[config.mk]
export PLATFORM = sky130hd
export DESIGN_NAME = pc_sequencer
export DESIGN_NICKNAME = d
export VERILOG_FILES = /design/src/rtl/pcseq_pkg.sv /design/src/rtl/pcseq_stack.sv /design/src/rtl/pcseq_vecsel.sv /design/src/rtl/pcseq_ctx.sv /design/src/rtl/pc_sequencer.sv
export SDC_FILE = /design/constraint.sdc
export NUM_CORES = 1
export LEC_CHECK = 0
export ABC_AREA = 1
export BUFFER_PORTS_ARGS = -buffer_cell sky130_fd_sc_hd__buf_2
export CAP_MARGIN = 20
export CELL_PAD_IN_SITES_DETAIL_PLACEMENT = 0
export CELL_PAD_IN_SITES_GLOBAL_PLACEMENT = 2
export CORE_MARGIN = 4
export CORE_UTILIZATION = 37
export CTS_CLUSTER_DIAMETER = 30
export DETAILED_ROUTE_END_ITERATION = 10
export PLACE_DENSITY = 0.9
export REMOVE_ABC_BUFFERS = 1
export SKIP_LAST_GASP = 1
export SYNTH_ARGS = -nofsm -noshare
export SYNTH_HDL_FRONTEND = slang
export SYNTH_SLANG_ARGS = --single-unit
[constraint.sdc]
create_clock -name clk -period 3.6 [get_ports clk]
set_input_delay 0.36 -clock clk [delete_from_list [all_inputs] [get_ports clk]]
set_output_delay 0.36 -clock clk [all_outputs]
set_load 0.01 [all_outputs]
[src/rtl/pcseq_pkg.sv]
package pcseq_pkg;
   typedef enum logic [2:0] {
      OP_HOLD = 3'd0,
      OP_STEP = 3'd1,
      OP_JUMP = 3'd2,
      OP_CALL = 3'd3,
      OP_RET  = 3'd4,
      OP_RETI = 3'd5,
      OP_IRQ  = 3'd6,
      OP_RSVD = 3'd7
   } pc_op_e;
endpackage

[src/rtl/pcseq_stack.sv]
module pcseq_stack #(
   parameter int W     = 10,
   parameter int DEPTH = 8,
   parameter bit CLEAR = 1'b1
) (
   input  logic         clk,
   input  logic         rst_n,
   input  logic         push,
   input  logic         pop,
   input  logic [W-1:0] din,
   output logic [W-1:0] top
);
   localparam int PW = $clog2(DEPTH);

   logic [PW-1:0] ptr;
   logic [PW-1:0] rd_idx;
   logic [W-1:0]  mem [DEPTH];

   assign rd_idx = ptr - PW'(1);
   assign top    = mem[rd_idx];

   always_ff @(posedge clk or negedge rst_n) begin
      if (!rst_n)    ptr <= '0;
      else if (push) ptr <= ptr + PW'(1);
      else if (pop)  ptr <= rd_idx;
   end

   if (CLEAR) begin : g_clear
      always_ff @(posedge clk or negedge rst_n) begin
         if (!rst_n) begin
            for (int i = 0; i < DEPTH; i++) mem[i] <= '0;
         end else if (push) begin
            mem[ptr] <= din;
         end
      end
   end else begin : g_noclear
      always_ff @(posedge clk) begin
         if (push) mem[ptr] <= din;
      end
   end
endmodule

[src/rtl/pcseq_vecsel.sv]
module pcseq_vecsel #(
   parameter int                      NSRC  = 4,
   parameter int                      OFS_W = 10,
   parameter int                      SRC_W = 2,
   parameter logic [NSRC*OFS_W-1:0]   TABLE = '0
) (
   input  logic [SRC_W-1:0] src,
   output logic [OFS_W-1:0] vec
);
   if (NSRC == 1) begin : g_single
      assign vec = TABLE[OFS_W-1:0];
   end else begin : g_multi
      logic [OFS_W-1:0] ent [NSRC];
      for (genvar i = 0; i < NSRC; i++) begin : g_ent
         assign ent[i] = TABLE[i*OFS_W +: OFS_W];
      end
      always_comb begin
         vec = ent[0];
         for (int i = 0; i < NSRC; i++) begin
            if (src == SRC_W'(i)) vec = ent[i];
         end
      end
   end
endmodule

[src/rtl/pcseq_ctx.sv]
module pcseq_ctx #(
   parameter int DW   = 8,
   parameter int PG_W = 3
) (
   input  logic            clk,
   input  logic            rst_n,
   input  logic            save,
   input  logic            restore,
   input  logic [DW-1:0]   acc_in,
   input  logic [DW-1:0]   stat_in,
   input  logic [PG_W-1:0] page_in,
   output logic [DW-1:0]   sav_acc,
   output logic [DW-1:0]   sav_stat,
   output logic [PG_W-1:0] sav_page,
   output logic            valid
);
   always_ff @(posedge clk or negedge rst_n) begin
      if (!rst_n) begin
         sav_acc  <= '0;
         sav_stat <= '0;
         sav_page <= '0;
         valid    <= 1'b0;
      end else begin
         valid <= restore;
         if (save) begin
            sav_acc  <= acc_in;
            sav_stat <= stat_in;
            sav_page <= page_in;
         end
      end
   end
endmodule

[src/rtl/pc_sequencer.sv]
module pc_sequencer #(
   parameter int                     OFS_W       = 10,
   parameter int                     PG_W        = 3,
   parameter int                     DW          = 8,
   parameter int                     STACK_DEPTH = 8,
   parameter bit                     STACK_CLEAR = 1'b1,
   parameter int                     NSRC        = 4,
   parameter logic [NSRC*OFS_W-1:0]  VEC_TABLE   = {10'h00C, 10'h00A, 10'h008, 10'h006}
) (
   input  logic                  clk,
   input  logic                  rst_n,
   input  logic [2:0]            op,
   input  logic [OFS_W-1:0]      target,
   input  logic [((NSRC > 1) ? $clog2(NSRC) : 1)-1:0] irq_src,
   input  logic                  page_we,
   input  logic [PG_W-1:0]       page_wd,
   input  logic [DW-1:0]         acc_in,
   input  logic [DW-1:0]         stat_in,
   output logic [PG_W+OFS_W-1:0] fetch_addr,
   output logic                  stall,
   output logic [DW-1:0]         ctx_acc,
   output logic [DW-1:0]         ctx_stat,
   output logic                  ctx_valid
);
   import pcseq_pkg::*;

   localparam int AW    = PG_W + OFS_W;
   localparam int SRC_W = (NSRC > 1) ? $clog2(NSRC) : 1;

   if (STACK_DEPTH < 2 || (STACK_DEPTH & (STACK_DEPTH - 1)) != 0) begin : g_bad_depth
      $error("STACK_DEPTH must be a power of two and at least 2");
   end
   if (NSRC < 1) begin : g_bad_nsrc
      $error("NSRC must be at least 1");
   end
   if (OFS_W < 1 || PG_W < 1) begin : g_bad_width
      $error("OFS_W and PG_W must be positive");
   end

   pc_op_e            opc;
   logic              go;
   logic              flow;
   logic              push, pop, save, restore;
   logic [OFS_W-1:0]  ofs_q, ofs_d, push_val, stk_top, vec;
   logic [PG_W-1:0]   pg_q, pg_d, sav_page;
   logic              stall_q;

   assign opc = pc_op_e'(op);
   assign go  = !stall_q;

   always_comb begin
      ofs_d    = ofs_q;
      pg_d     = pg_q;
      push     = 1'b0;
      pop      = 1'b0;
      save     = 1'b0;
      restore  = 1'b0;
      flow     = 1'b0;
      push_val = ofs_q + OFS_W'(1);
      if (go) begin
         if (page_we) pg_d = page_wd;
         case (opc)
            OP_STEP: ofs_d = ofs_q + OFS_W'(1);
            OP_JUMP: begin
               ofs_d = target;
               flow  = 1'b1;
            end
            OP_CALL: begin
               push  = 1'b1;
               ofs_d = target;
               flow  = 1'b1;
            end
            OP_RET: begin
               pop   = 1'b1;
               ofs_d = stk_top;
               flow  = 1'b1;
            end
            OP_RETI: begin
               pop     = 1'b1;
               restore = 1'b1;
               ofs_d   = stk_top;
               pg_d    = sav_page;
               flow    = 1'b1;
            end
            OP_IRQ: begin
               push     = 1'b1;
               push_val = ofs_q;
               save     = 1'b1;
               ofs_d    = vec;
               pg_d     = '0;
               flow     = 1'b1;
            end
            default: ;
         endcase
      end
   end

   always_ff @(posedge clk or negedge rst_n) begin
      if (!rst_n) begin
         ofs_q   <= '0;
         pg_q    <= '0;
         stall_q <= 1'b0;
      end else begin
         ofs_q   <= ofs_d;
         pg_q    <= pg_d;
         stall_q <= flow;
      end
   end

   pcseq_stack #(.W(OFS_W), .DEPTH(STACK_DEPTH), .CLEAR(STACK_CLEAR)) u_stack (
      .clk  (clk),
      .rst_n(rst_n),
      .push (push),
      .pop  (pop),
      .din  (push_val),
      .top  (stk_top)
   );

   pcseq_vecsel #(.NSRC(NSRC), .OFS_W(OFS_W), .SRC_W(SRC_W), .TABLE(VEC_TABLE)) u_vec (
      .src(irq_src),
      .vec(vec)
   );

   pcseq_ctx #(.DW(DW), .PG_W(PG_W)) u_ctx (
      .clk     (clk),
      .rst_n   (rst_n),
      .save    (save),
      .restore (restore),
      .acc_in  (acc_in),
      .stat_in (stat_in),
      .page_in (pg_q),
      .sav_acc (ctx_acc),
      .sav_stat(ctx_stat),
      .sav_page(sav_page),
      .valid   (ctx_valid)
   );

   assign fetch_addr = {pg_q, ofs_q};
   assign stall      = stall_q;

   logic unused_aw;
   assign unused_aw = (AW == 0);
endmodule

* Word level (Yosys, flattened, before mapping) *
Index checks and enable logic that the tools add are counted.

storage, ports and cells
  bits in registers = 117
  bits of input ports = 37
  logic and storage cells = 70

cells by class
  add/sub/neg operators = 3
  $lt $le $gt $ge = 3
  eq/ne operators = 9
  muxes and demuxes = 26
  bitwise gates (word level) = 3
  reductions and logical operators = 10

operator list
  operator                                                                      count
  80-bit bitwise mux                                                            1
  10-bit 2-to-1 mux                                                             5
  10-bit case mux with 4 select lines                                           1
  10-bit binary-select mux with 3-bit select                                    1
  10-bit demux with 3-bit select                                                1
  4-bit 2-to-1 mux                                                              3
  10-bit by 1-bit adder with 10-bit output, second input constant               1
  1-bit 2-to-1 mux                                                              10
  3-bit equality test, second input constant                                    3
  3-bit 2-to-1 mux                                                              3
  4-bit greater-or-equal comparator, second input constant                      2
  3-bit NOT with 4-bit output                                                   2
  3-bit by 2-bit equality test with 1-bit output, second input constant         2
  3-bit case mux with 2 select lines                                            1
  2-bit OR reduction                                                            3
  5-bit OR reduction                                                            1
  2-bit equality test, second input constant                                    2
  4-bit by 1-bit less-than comparator with 1-bit output, second input constant  1
  2-bit AND reduction                                                           2
  4-bit nonzero test                                                            1
  3-bit by 1-bit adder with 3-bit output, second input constant                 1
  3-bit by 1-bit equality test with 1-bit output, second input constant         1
  3-bit nonzero test                                                            1
  3-bit by 1-bit subtractor with 3-bit output, second input constant            1
  4 further kinds                                                               4

* Depth between registers and ports, before layout *
Gate-level depths: netlist of run 1.

  word-level depth = 6
  depth in mapped cells = 13

* By module *
From an unflattened synthesis of run 1, not the netlist that was laid out.

unflattened totals
  cells, all modules = 882
  area total of the unflattened synthesis = 6367.4 µm²

modules (own cells, without submodules)
  module        instances  cells each  area an instance (µm²)  seq. area each (µm²)
  pcseq_stack   1          568         4206.5                  2077.0
  pc_sequencer  1          217         1285.0                  350.3
  pcseq_ctx     1          81          763.2                   500.5
  pcseq_vecsel  1          16          112.6                   0.0

* Worst setup path before layout of run 1 *
No wires, ideal clock.

  kind = flip-flop to flip-flop
  start = register u_stack.ptr[0]
  end = register ofs_q[7]
  arrival time = 1.881 ns
  data required time = 3.529 ns
  path slack = 1.647 ns
  stages on the path, launching flop included = 13
  clock period less this slack = 1.953 ns
  cells stage by stage = dfrtp_1 inv_1 buf_2 buf_2 ha_1 clkbuf_1 clkbuf_1 nand3_1 nand3_1 nand2_1 nor2_1 nor2_1 nor2_1

between the ends
  cells in the longest elaborated chain, start to end = 6

RTL lines
  item                                                   RTL line             text
  start, declared                                        pcseq_stack.sv:15    logic [PW-1:0] ptr;
  start signal, assigned                                 pcseq_stack.sv:24    else if (push) ptr <= ptr + PW'(1);
  start signal, assigned                                 pcseq_stack.sv:25    else if (pop) ptr <= rd_idx;
  3-bit by 1-bit subtractor with 3-bit output            pcseq_stack.sv:19    assign rd_idx = ptr - PW'(1);
  net u_stack.rd_idx[0]                                  pcseq_stack.sv:16    logic [PW-1:0] rd_idx;
  3-bit NOT with 4-bit output (not written as such)      pcseq_stack.sv:20    assign top = mem[rd_idx];
  10-bit binary-select mux with 3-bit select             pcseq_stack.sv:20
  10-bit 2-to-1 mux (not written as such) (2 in series)  pcseq_stack.sv:20
  10-bit case mux with 4 select lines                    pc_sequencer.sv:62   case (opc)
  end signal, assigned                                   pc_sequencer.sv:104  ofs_q <= ofs_d;
  end, declared                                          pc_sequencer.sv:44   logic [OFS_W-1:0] ofs_q, ofs_d, push_val, stk_top, vec;

The timed path passes the listed nets, and every way through them passes these cells. The select of a mux whose other input is x is not followed.
A chain may end at the register's enable or synchronous reset.

* Worst setup path in the final report of run 1 *
  start = register stall_q, in the netlist stall
  end = register u_stack.mem[59] (netlist bit)

between the ends
  cells in the longest elaborated chain, start to end = 2
  elaborated cells between the ends (all ways) = 3

RTL lines
  item                           RTL line             text
  start, declared                pc_sequencer.sv:46   logic stall_q;
  start signal, assigned         pc_sequencer.sv:106  stall_q <= flow;
  10-bit 2-to-1 mux              pc_sequencer.sv:60   if (go) begin
  80-bit bitwise mux             pcseq_stack.sv:33    mem[ptr] <= din;
  end signal, assigned by index  pcseq_stack.sv:33
  end, declared                  pcseq_stack.sv:17    logic [W-1:0] mem [DEPTH];

Several ways; a longest one is shown, not always the timed one.

==> metrics.txt, run 1 <==
clk root buf=clkbuf_16; I/O pin total=68; CTS tree=built; Post-synth EDFFs=0; Synth area leader=dfrtp_1; worst slew pin tran=1.08 ns; Site Rows=46; DRC violations left=0; Die W=136 um; Die Area=18600 sq um; Power Dens Cells=893 nW/um^2; largest net degree at the start of global routing=66; vias in the first global route=5321; crit path DAT=2.66 ns; Antenna Cells=0; Post-CTS Setup Bufs=0; net count reported at finish=914; R2R cell count=7; routed len/inst=15.2 um; final hold vios=0; CTS Buf Count=17; post-synthesis cell type count=28; Routed Antenna Nets=0; Setup CP Type=register to register; RSZ-0062 raised after global routing=false; Main synth FF type=dfrtp_1; Final min period=2.34 ns; commonest cells after routing, fill and taps aside=nand2_1, dfrtp_1, inv_1, nand3_1, o21ai_0; Area contributors post-synth=dfrtp_1, nand2_1, nand3_1; post-CTS sizing=0; hold_buf cts=0; Slew headroom=27.7%; Worst EP required=3.93 ns; RePlAce Congestion=0.827; commonest non-fill, non-tap cell in the layout=nand2_1; VDD IR max=0.401 mV; synth warn=0; I/O Buffers=67; Tot Pwr=6.35 mW; initial antenna violation count=0; clock skew=0.00667 ns; Worst-path clk slew=0.05 ns; max-slew violations=0; H-tree depth=4; worst hold path class=input pin to async pin; DP HPWL=11700 um; share of the synthesized area in the top cell type=48.0%; Seq cells post-synth=117; LEAKAGE=3.70 nW; crit end category=register; Tot GR Track Use=19.0%; share of layout cells above drive strength 1=14.2%; DR pass1 iterations=5; final worst path period share=64.9%; clk_lat worst skew=0.41 ns; register area share after synthesis=48.0%; grt ovf=0; wire length of the first global-routing pass=27200 um; TritonCTS Sinks=117; 1st-iter DRT viols=475; worst-path maximum fanout=32; Clock Tree Buf Depth=2; Initial Util=38.2%; Core Region=16000 sq um; Mapped Area=6110 sq um; Area growth, synth to finish=16.4%; DR vias/cell=4.92; via count=5411; final WL=16700 um; status=completed; Setup-failing EPs final=0; Async SR Flop Fraction=100%; max cap viols=0; syn avg cell area=7.52 sq um; Mapped Cells=812; final setup TNS=0 ns; die height=136 um; type of origin of the critical path=register; fmax=0.428 GHz
-- cells in the mapped netlist, types with 7 or more instances --
cell and instances:
buf_4 7, a21oi_1 19, dfrtp_1 117, nand2_1 277
inv_1 84, o21ai_1 11, nor2_1 61, nand3_1 84
buf_2 10, o21ai_0 76, o211ai_1 10, clkbuf_1 9
-- per-stage QoR --
stage	cell area, sq um	util [%]	hold slack (ns)	std cells	worst slack, ns
after global routing	7110	44.4	0.114	1099	1.02
final	7110	44.4	0.0228	1099	1.26
after detailed placement	6580	41.1	0.455	1068	1.21
after CTS	7110	44.4	0.0706	1099	1.21
after floorplan	5930	-	0.0644	780	-0.207
after global placement	6580	41.1	0.449	1068	1.26
-- cell families (layout without fill, tap and decap cells) --
kind of cell | Yosys count | after routing | synth area share, %
and+or+nand+nor | 444 | 444 | 31.5
buffers and inverters | 122 | 193 | 8.42
AOI/OAI and AO/OA | 117 | 117 | 10.1
adders and majority gates | 6 | 6 | 1.23
xor gates and xnor gates | 6 | 6 | 0.861
DFF | 117 | 117 | 48.0
-- critical path, cell delays in order, from the launching register on --
cell     delay, ns
dfrtp_1       0.48
inv_1         0.26
nand2_4       0.28
nand2_4       0.21
nand2_4       0.11
nor2_2        0.61
nand3_1       0.17
o21ai_0       0.12
-- layer usage --
metal / track usage [%] / share of wire [%]
met3: 5.55 / 7.2
met5: 0 / 0
met4: 7.67 / 2.0
met1: 25.7 / 47
met2: 28.4 / 44
-- sequential cells by signal, summed over array words and instances (netlist names) --
register	flops
u_ctx.sav_acc	8
pg_q	3
u_ctx.sav_page	3
u_stack.ptr	3
stall	1
u_stack.mem	80
u_ctx.valid	1
u_ctx.sav_stat	8
ofs_q	10
-- cell type report --
class | count | area (sq um)
Fill cell | 1704 | 8890
Sequential cell | 117 | 2930
Multi-Input combinational cell | 573 | 2660
Clock buffer | 27 | 513
Timing Repair Buffer | 72 | 375
Inverter | 90 | 338
Tap cell | 216 | 270
Clock inverter | 4 | 20.0
-- report_power, final --
part,internal [mW],total [mW],switching [mW]
Sequential,1.87,2.18,0.311
Clock,0.961,1.52,0.557
Combinational,0.842,2.65,1.81
Total,3.68,6.35,2.67
-- worst paths after layout --
path                                 from                 to  slack, ns
setup / recovery                    stall    u_stack.mem[59]       1.26
hold / removal                      rst_n     u_stack.mem[2]       0.02
setup reg to reg                    stall    u_stack.mem[59]       1.26
hold reg to reg            u_stack.mem[1]     u_stack.mem[1]       0.47
max in group asynchronous           rst_n    u_stack.mem[67]       2.57
min in group clk               stat_in[0]  u_ctx.sav_stat[0]       0.14
No activity file was read; power rests on OpenSTA's default activity.
==> run 2, diff against run 1 <==
CORE_UTILIZATION = 34   (was 37)
PLACE_DENSITY = 0.84   (was 0.9)
clock period = 2.35 ns   (was 3.6 ns; I/O delays follow)
==> metrics.txt, run 2 (synthesis results as in run 1) <==
status=completed; placed insts=1091; H-tree depth=4; I/O pin total=68; commonest cells after routing, fill and taps aside=nand2_1, dfrtp_1, inv_1, nand3_1, o21ai_0; crit end category=register; DR pass1 iterations=4; LEAKAGE=3.83 nW; R2R Path End=u_stack.mem[78]; Antenna Cells=0; max FFs per register=80; fmax=0.516 GHz; Top Registers=u_stack.mem: 80 flops, ofs_q: 10 flops; Routed Antenna Nets=0; uppermost layer routed=met4; clock skew=0.00778 ns; DP HPWL=12000 um; final worst slack=0.412 ns; Worst Hold Path Cells=3; DR vias/cell=4.73; max cap viols=0; hold_buf cts=15; post-CTS sizing=0; die height=142 um; VDD IR max=0.557 mV; final worst path period share=82.5%; worst-path maximum fanout=19; share of layout cells above drive strength 1=15.1%; grt ovf=0; Initial Util=34.9%; CP max stage cell=dfrtp_1; crit path DAT=2.27 ns; net count reported at finish=943; Die Area=20200 sq um; Setup CP Type=register to register; CTS tree=built; Clock Tree Buf Depth=2; final std cells w/o fill=1136; Power Dens Cells=1350 nW/um^2; Core Region=17500 sq um; Area growth, synth to finish=21.0%; Reg with most FFs=u_stack.mem; RSZ-0062 raised after global routing=false; CP cell instances=inv_1 -> nand2_4 -> nand2_4 -> nand2_4 -> nor2_2 -> buf_4 -> nand3_1 -> o21ai_0; worst hold path class=input pin to register; Final min period=1.94 ns; TritonCTS Sinks=117; Site Rows=48; Worst-path clk slew=0.05 ns; wire length of the first global-routing pass=28900 um; FF-to-FF setup slack=0.41 ns; Tot GR Track Use=18.3%; cell family with most CP delay=simple AND/OR/NAND/NOR gates; Slew headroom=49.5%; CTS Buf Count=17; I/O Buffers=67; 1st-iter DRT viols=288; worst slew pin tran=0.752 ns; R2R cell count=8; max-slew violations=0; final hold vios=0; Setup-failing EPs final=0; Worst path max stage delay=0.45 ns; M1 wire length=8300 um; type of origin of the critical path=register; Hold Startpoint=acc_in[7]; met3 wire len=1070 um; via count=5369; RePlAce Congestion=0.780; FF-to-FF Start=stall; routed len/inst=15.4 um; Worst path most repeated cell=nand2_4; final WL=17500 um; commonest non-fill, non-tap cell in the layout=nand2_1; Die W=142 um; Setup Slack @ Placement=0.389 ns; initial antenna violation count=0; Post-CTS Setup Bufs=0; Hold EP=u_ctx.sav_acc[7]; largest net degree at the start of global routing=118; count of buffer and inverter cells on the critical path=2; final hold slack=0.0252 ns; clk root buf=clkbuf_16; DRC violations left=0; WL met2=7910 um; vias in the first global route=5227; clk_lat worst skew=0.42 ns; Worst EP required=2.68 ns
-- run 2: cell count changes in the layout (fill, tap and decap cells not counted), sizes merged --
cell,previous run,this run
buf,72,86
bufinv,0,1
clkbuf,27,25
dlygate4sd3,0,15
-- run 2: stage by stage --
step	cell area [sq um]	utilization, %	TNS (ns)	total power [mW]
floorplan	5930	-	-24.32	6.03
CTS	7390	42.3	0	10.1
detailed placement	6710	38.4	0	7.59
finish	7390	42.3	0	9.96
global placement	6710	38.4	0	7.59
global route	7390	42.3	0	10.8
-- run 2: tightest hold or removal path: stages --
cell	delay, ns
buf_2	0.08
nand2_1	0.04
nand2_1	0.05
-- run 2: power by group --
part           switching, mW  internal [mW]
combinational           2.81           1.41
clock                  0.873           1.52
sequential             0.472           2.87
-- run 2: layout make-up --
class,count,area (sq um)
timing repair buffer,101,643
clock inverter,5,50.0
sequential,117,2930
clock buffer,25,485
inverter,90,338
tap,225,282
multi-input combinational,573,2660
fill,1810,10100
-- run 2: worst max path at each step --
stage / start / endpoint / slack [ns] / depth (start not counted)
floorplan: u_stack.ptr[0] / ofs_q[3] / -1.46 / 9
global placement: stall / u_stack.mem[77] / 0.41 / 8
detailed placement: stall / u_stack.mem[78] / 0.39 / 8
CTS: stall / u_stack.mem[78] / 0.37 / 8
global route: stall / u_stack.mem[79] / 0.20 / 8
finish: stall / u_stack.mem[78] / 0.41 / 8
-- run 2: layer usage --
| metal | up-vias | GRT usage, % |
|---|---|---|
| li1 | 2735 | - |
| met1 | 2490 | 25.8 |
| met2 | 132 | 28.0 |
| met3 | 12 | 4.81 |
| met4 | 0 | 4.90 |
| met5 | - | 0 |
